[src/rtl/trap_sel_pkg.sv]
package trap_sel_pkg;
  typedef enum logic [1:0] {
    TMODE_PRIV  = 2'd0,
    TMODE_HYPER = 2'd1,
    TMODE_RED   = 2'd2,
    TMODE_ERROR = 2'd3
  } tmode_e;

  localparam logic [1:0] PL_USER = 2'd0;
  localparam logic [1:0] PL_PRIV = 2'd1;
endpackage

[src/rtl/trap_route_decide.sv]
module trap_route_decide
  import trap_sel_pkg::*;
#(
  parameter int TL_W       = 3,
  parameter int TT_W       = 9,
  parameter int MAX_TL     = 6,
  parameter int MAX_PTL    = 2,
  parameter int HYP_TT_MIN = 384,
  parameter int VEC_RED    = 5,
  parameter int VEC_WDOG   = 2
) (
  input  logic [TL_W-1:0] tl_i,
  input  logic            red_i,
  input  logic [1:0]      priv_i,
  input  logic [TT_W-1:0] tt_i,
  output tmode_e          mode_o,
  output logic [TT_W-1:0] vec_o,
  output logic            adv_o
);
  localparam logic [TL_W-1:0] TL_TOP  = TL_W'(MAX_TL);
  localparam logic [TL_W-1:0] TL_EDGE = TL_W'(MAX_TL - 1);
  localparam logic [TL_W-1:0] TL_PTOP = TL_W'(MAX_PTL);
  localparam logic [TT_W-1:0] TT_HMIN = TT_W'(HYP_TT_MIN);

  logic is_priv, is_hyper;
  assign is_priv  = (priv_i == PL_PRIV);
  assign is_hyper = priv_i[1];

  always_comb begin
    mode_o = TMODE_PRIV;
    vec_o  = tt_i;
    adv_o  = 1'b1;
    if (red_i || tl_i == TL_EDGE) begin
      mode_o = TMODE_RED;
      vec_o  = TT_W'(VEC_RED);
    end else if (tl_i == TL_TOP) begin
      mode_o = TMODE_ERROR;
      adv_o  = 1'b0;
    end else if (tl_i > TL_PTOP && is_priv) begin
      mode_o = TMODE_HYPER;
      vec_o  = TT_W'(VEC_WDOG);
    end else if (is_hyper || (is_priv && tt_i >= TT_HMIN)) begin
      mode_o = TMODE_HYPER;
    end
  end

  always_comb begin
    assert_err_no_adv_R3: assert (mode_o != TMODE_ERROR || !red_i);
  end
endmodule

[src/rtl/trap_level_ctr.sv]
module trap_level_ctr #(
  parameter int TL_W   = 3,
  parameter int MAX_TL = 6
) (
  input  logic            clk,
  input  logic            rst,
  input  logic            take_i,
  input  logic            adv_i,
  input  logic            ret_i,
  output logic            ret_fire_o,
  output logic [TL_W-1:0] tl_o,
  output logic            stb_o,
  output logic [TL_W-1:0] idx_o
);
  localparam logic [TL_W-1:0] TL_TOP = TL_W'(MAX_TL);

  logic [TL_W-1:0] tl_q;
  logic            inc;

  assign inc        = take_i && adv_i && (tl_q != TL_TOP);
  assign ret_fire_o = ret_i && !take_i && (tl_q != '0);

  always_ff @(posedge clk) begin
    if (rst) begin
      tl_q  <= '0;
      stb_o <= 1'b0;
      idx_o <= '0;
    end else begin
      stb_o <= inc;
      if (inc) begin
        tl_q  <= tl_q + 1'b1;
        idx_o <= tl_q + 1'b1;
      end else if (ret_fire_o) begin
        tl_q  <= tl_q - 1'b1;
      end
    end
  end

  assign tl_o = tl_q;

  assert_tl_bound_R7: assert property (@(posedge clk) disable iff (rst)
    tl_q <= TL_TOP);
  assert_stb_step_R7: assert property (@(posedge clk) disable iff (rst)
    stb_o |-> (tl_q == $past(tl_q) + 1'b1));
  assert_stb_pulse_R7: assert property (@(posedge clk) disable iff (rst)
    (stb_o && !take_i) |=> !stb_o);
endmodule

[src/rtl/trap_return_restore.sv]
module trap_return_restore #(
  parameter int HS_W    = 12,
  parameter int ASI_LSB = 24,
  parameter int CCR_LSB = 32,
  parameter int GL_LSB  = 40,
  parameter int GL_W    = 3
) (
  input  logic                        clk,
  input  logic                        rst,
  input  logic                        fire_i,
  input  logic [GL_LSB+GL_W-1:ASI_LSB] state_i,
  input  logic [HS_W-1:0]             hs_i,
  output logic [7:0]                  asi_o,
  output logic [7:0]                  ccr_o,
  output logic [GL_W-1:0]             gl_o,
  output logic [HS_W-1:0]             hs_o
);
  always_ff @(posedge clk) begin
    if (rst) begin
      asi_o <= '0;
      ccr_o <= '0;
      gl_o  <= '0;
      hs_o  <= '0;
    end else if (fire_i) begin
      asi_o <= state_i[ASI_LSB +: 8];
      ccr_o <= state_i[CCR_LSB +: 8];
      gl_o  <= state_i[GL_LSB +: GL_W];
      hs_o  <= hs_i;
    end
  end

  assert_hold_R9: assert property (@(posedge clk) disable iff (rst)
    !fire_i |=> ($stable(asi_o) && $stable(ccr_o) && $stable(gl_o) && $stable(hs_o)));
endmodule

[src/rtl/trap_vector_sel.sv]
module trap_vector_sel
  import trap_sel_pkg::*;
#(
  parameter int TL_W       = 3,
  parameter int TT_W       = 9,
  parameter int HS_W       = 12,
  parameter int MAX_TL     = 6,
  parameter int MAX_PTL    = 2,
  parameter int HYP_TT_MIN = 384,
  parameter int VEC_RED    = 5,
  parameter int VEC_WDOG   = 2
) (
  input  logic             clk,
  input  logic             rst,
  input  logic             trap_req,
  input  logic [TT_W-1:0]  trap_type,
  input  logic [1:0]       priv_lvl,
  input  logic             hstate_red,
  input  logic             ret_req,
  input  logic [42:24]     saved_state,
  input  logic [HS_W-1:0]  saved_hstate,
  output logic [1:0]       mode_out,
  output logic [TT_W-1:0]  vec_out,
  output logic [TL_W-1:0]  tl_out,
  output logic             save_stb,
  output logic [TL_W-1:0]  save_idx,
  output logic [7:0]       asi_out,
  output logic [7:0]       ccr_out,
  output logic [2:0]       gl_out,
  output logic [HS_W-1:0]  hstate_out
);
  localparam logic [TL_W-1:0] TL_TOP = TL_W'(MAX_TL);

  tmode_e            dec_mode;
  logic [TT_W-1:0]   dec_vec;
  logic              dec_adv;
  logic              ret_fire;
  logic [TL_W-1:0]   tl_cur;
  tmode_e            mode_q;
  logic [TT_W-1:0]   vec_q;

  trap_route_decide #(
    .TL_W(TL_W), .TT_W(TT_W), .MAX_TL(MAX_TL), .MAX_PTL(MAX_PTL),
    .HYP_TT_MIN(HYP_TT_MIN), .VEC_RED(VEC_RED), .VEC_WDOG(VEC_WDOG)
  ) u_decide (
    .tl_i(tl_cur), .red_i(hstate_red), .priv_i(priv_lvl), .tt_i(trap_type),
    .mode_o(dec_mode), .vec_o(dec_vec), .adv_o(dec_adv)
  );

  trap_level_ctr #(.TL_W(TL_W), .MAX_TL(MAX_TL)) u_level (
    .clk(clk), .rst(rst), .take_i(trap_req), .adv_i(dec_adv), .ret_i(ret_req),
    .ret_fire_o(ret_fire), .tl_o(tl_cur), .stb_o(save_stb), .idx_o(save_idx)
  );

  trap_return_restore #(.HS_W(HS_W)) u_restore (
    .clk(clk), .rst(rst), .fire_i(ret_fire), .state_i(saved_state),
    .hs_i(saved_hstate), .asi_o(asi_out), .ccr_o(ccr_out), .gl_o(gl_out),
    .hs_o(hstate_out)
  );

  always_ff @(posedge clk) begin
    if (rst) begin
      mode_q <= TMODE_PRIV;
      vec_q  <= '0;
    end else if (trap_req) begin
      mode_q <= dec_mode;
      vec_q  <= dec_vec;
    end
  end

  assign mode_out = mode_q;
  assign vec_out  = vec_q;
  assign tl_out   = tl_cur;

  assert_red_first_R2: assert property (@(posedge clk) disable iff (rst)
    (trap_req && hstate_red) |=> (mode_q == TMODE_RED && vec_q == TT_W'(VEC_RED)));
  assert_error_hold_R3: assert property (@(posedge clk) disable iff (rst)
    (trap_req && !hstate_red && tl_cur == TL_TOP) |=>
      (mode_q == TMODE_ERROR && tl_cur == TL_TOP && !save_stb));
  assert_ret_zero_R9: assert property (@(posedge clk) disable iff (rst)
    (ret_req && !trap_req && tl_cur == '0) |=> (tl_cur == '0 && $stable(asi_out)));
  assert_trap_wins_R10: assert property (@(posedge clk) disable iff (rst)
    (trap_req && ret_req) |=> ($stable(asi_out) && $stable(hstate_out)));
  assert_idle_hold_R11: assert property (@(posedge clk) disable iff (rst)
    !trap_req |=> ($stable(mode_q) && $stable(vec_q) && !save_stb));
endmodule

[config.mk]
export PLATFORM = sky130hd
export DESIGN_NAME = trap_vector_sel
export DESIGN_NICKNAME = d
export VERILOG_FILES = /design/src/rtl/trap_sel_pkg.sv /design/src/rtl/trap_route_decide.sv /design/src/rtl/trap_level_ctr.sv /design/src/rtl/trap_return_restore.sv /design/src/rtl/trap_vector_sel.sv
export SDC_FILE = /design/constraint.sdc
export NUM_CORES = 1
export LEC_CHECK = 0
export BUFFER_PORTS_ARGS = -buffer_cell sky130_fd_sc_hd__buf_2
export CORE_ASPECT_RATIO = 1.75
export CORE_UTILIZATION = 40
export DETAILED_ROUTE_END_ITERATION = 8
export GPL_ROUTABILITY_DRIVEN = 0
export PLACE_DENSITY_LB_ADDON = 0.12
export SLEW_MARGIN = 20
export SYNTH_ARGS = -nofsm -noshare
export SYNTH_HDL_FRONTEND = slang
export SYNTH_SLANG_ARGS = --single-unit
export TNS_END_PERCENT = 20
[constraint.sdc]
create_clock -name clk -period 1.7 [get_ports clk]
set_clock_uncertainty 0.2 [all_clocks]
set_input_delay 0 -clock clk [delete_from_list [all_inputs] [get_ports clk]]
set_output_delay 0 -clock clk [all_outputs]
set_load 0.01 [all_outputs]
==> metrics <==
Pleak=1.43 nW; Power, Total=approximately 2.6 mW; most common cell after layout, fill and taps aside=buf_2; DIE AREA=around 0.0051 mm2; Final Instance Count excl. Fillers=approximately 440; CP arrival=between 1500 and 2000 ps; CP Max Fanout=5; Reg clk slew, reported paths=80 ps; sequential area share after synthesis=51.4%; most frequent cells in the layout=buf_2 (95), nand2_1 (69), dfxtp_1 (47); CTS Buf Count=5; CTS Sinks=49; Crit. End Element=flop; drt total wl=5.38 mm; largest net degree at the start of global routing=50; Synth warnings=0; PwrDens=827 mW/mm2; fmax=0.598 GHz; clock latency on the worst-skew pair=290 ps; Setup-failing EPs final=0; cell at the root of the clock tree=clkbuf_8; First-pass DRT Iterations=5; Hold WC Path Type=primary input to flop; Syn Nets=286; Slew headroom=79.3%; DRC viols=0; port bufs=95; largest area contributor in the netlist=dfxtp_1; synthesized instance count=roughly 230; status=complete, no violations; worst slew pin tran=309 ps; nets=435; placed cells=376; Remaining Overflow, GRT=0; GR Util All Layers=21.7%; initial antenna violation count=0; Final Hold Violating Endpoints=0; n_diodes=0; RSZ-0062 raised after global routing=yes; cell area after layout=approximately 0.0032 mm2; TritonCTS clock tree=done; Max IR drop VDD=about 750 uV; detailed placer's ending HPWL=3.33 mm; pre-CTS setup slack=-176 ps; ratio of cells with drive above 1 in the final layout=34.6%; fillers=375; CORE AREA=0.00448 mm2; synthesis-to-finish area growth=65.6%; Mapped Area=0.00191 mm2; Worst Setup Start Kind=flop; largest cells by area after synthesis=dfxtp_1 (51%), nand2_1 (14%), a21oi_1 (12%); I/O pin count=96; H-tree depth=2; Final Worst Setup Slack=27.1 ps; vias per std cell=4.85; Fin Setup TNS=0 ps; chip width=54.2 um; count of state elements after synthesis=49; row count=32; MaxCap Viol Count=0; clk buf depth=2; Worst EP required=~1700 ps; crit path time final=1670 ps; Starting Density=between 40% and 50%; placed instance area=0.00249 mm2; period utilisation layout=approximately 98%; Routed Antenna Nets=0; Die H=just over 90 um; Mapped Avg Cell Area=8.15 um2; Max Transition Viols Final=0; first-pass GRT wire length=8.16 mm; wire per inst=between 10 and 15 um; top cell type's share of synthesized area=51.4%; vias post-DR=2109; 1st-iter DRT viols=12; vias in the first global route=1993; distinct cell type count after synthesis=28; critical path type=flop to flop
cell families (layout without fill, tap and decap cells):
| logic type | count (synthesis) | in the layout | synth area share [%] |
|---|---|---|---|
| fa+ha+maj | 5 | 5 | 3.28 |
| flops | 49 | 49 | 51.4 |
| simple gates | 100 | 100 | 22.8 |
| compound gates | 60 | 60 | 17.4 |
| buf+inv | 20 | 170 | 5.11 |
final cells by class:
cell class	count	area (um2)	area share [%]
Sequential cell	49	988	31.3
Tap cell	51	63.8	2.02
Clock buffer	8	111	3.52
Multi-Input combinational cell	165	865	27.4
Timing Repair Buffer	157	1110	35.2
Inverter	5	21.3	0.673
where the power goes:
part	internal [mW]	total, mW	switching, mW
clock	0.421	0.786	0.366
sequential	1.22	1.26	0.0420
combinational	0.302	0.570	0.268
final timing paths:
| path | startpoint | endpoint | slack [ps] | cells after the start |
|---|---|---|---|---|
| max | u_level.tl_o[0] | u_level.tl_o[2] | 30 | 7 |
| max reg2reg | u_level.tl_o[0] | u_level.tl_o[2] | 30 | 7 |
| min reg2reg | u_restore.ccr_o[4] | u_restore.ccr_o[4] | 250 | 2 |
| min | ret_req | u_level.tl_o[0] | 60 | 4 |
critical path: stages (launching register included):
cell and delay, ps:
dfxtp_4 370, inv_4 70, ha_4 140, buf_4 120, a21boi_0 80, buf_4 170
a211o_1 260, a31oi_1 200
flip-flops by register name (all words and copies together) (netlist names):
| name | flops |
|---|---|
| vec_out | 9 |
| mode_out | 2 |
| u_restore.gl_o | 3 |
| u_level.idx_o | 3 |
| u_restore.ccr_o | 8 |
| u_level.stb_o | 1 |
| u_level.tl_o | 3 |
| u_restore.hs_o | 12 |
| u_restore.asi_o | 8 |
timing repair:
item | 4_1_cts | 5_1_grt
pin swaps | 4 | 5
setup endpoints to repair | 43 | 21
gates resized for setup | 10 | 6
setup buffers | 4 | 2
hold endpoints to repair | 49 | 1
hold buffers | 44 | 1
cells in the mapped netlist:
library cell  instances
buf_2                 6
nand3_1               9
o21ai_0               2
nor2b_1               1
a21o_1                1
ha_1                  5
nand3b_1              1
nand2b_1              8
clkbuf_1              6
a211oi_1              2
buf_1                 1
a31oi_1               2
and3b_1               1
nand2b_4              1
o41a_1                1
nand2_1              69
o21a_1                1
a31o_2                1
nor2_1                6
o211ai_1              1
nor3_1                3
dfxtp_1              49
a211o_1               1
buf_6                 2
or4_1                 1
a21oi_1              47
a21boi_0              1
inv_1                 5
stage by stage:
| step | utilization, % | hold WS, ps |
|---|---|---|
| finish | 70.5 | 62.9 |
| global route | 70.5 | 77.7 |
| CTS | 69.4 | -163 |
| detailed placement | 55.4 | 45.5 |
| global placement | 55.4 | 40.7 |
| floorplan | - | -64.0 |
layer usage:
| metal | GRT usage, % | part of all wire, % | wire length, um |
|---|---|---|---|
| met4 | 8.55 | 2.0 | 110 |
| met5 | 0 | 0 | 0 |
| met1 | 19.5 | 37 | 2020 |
| met2 | 42.5 | 55 | 2950 |
| met3 | 4.72 | 5.6 | 301 |
(Power assumes the default switching activity.)
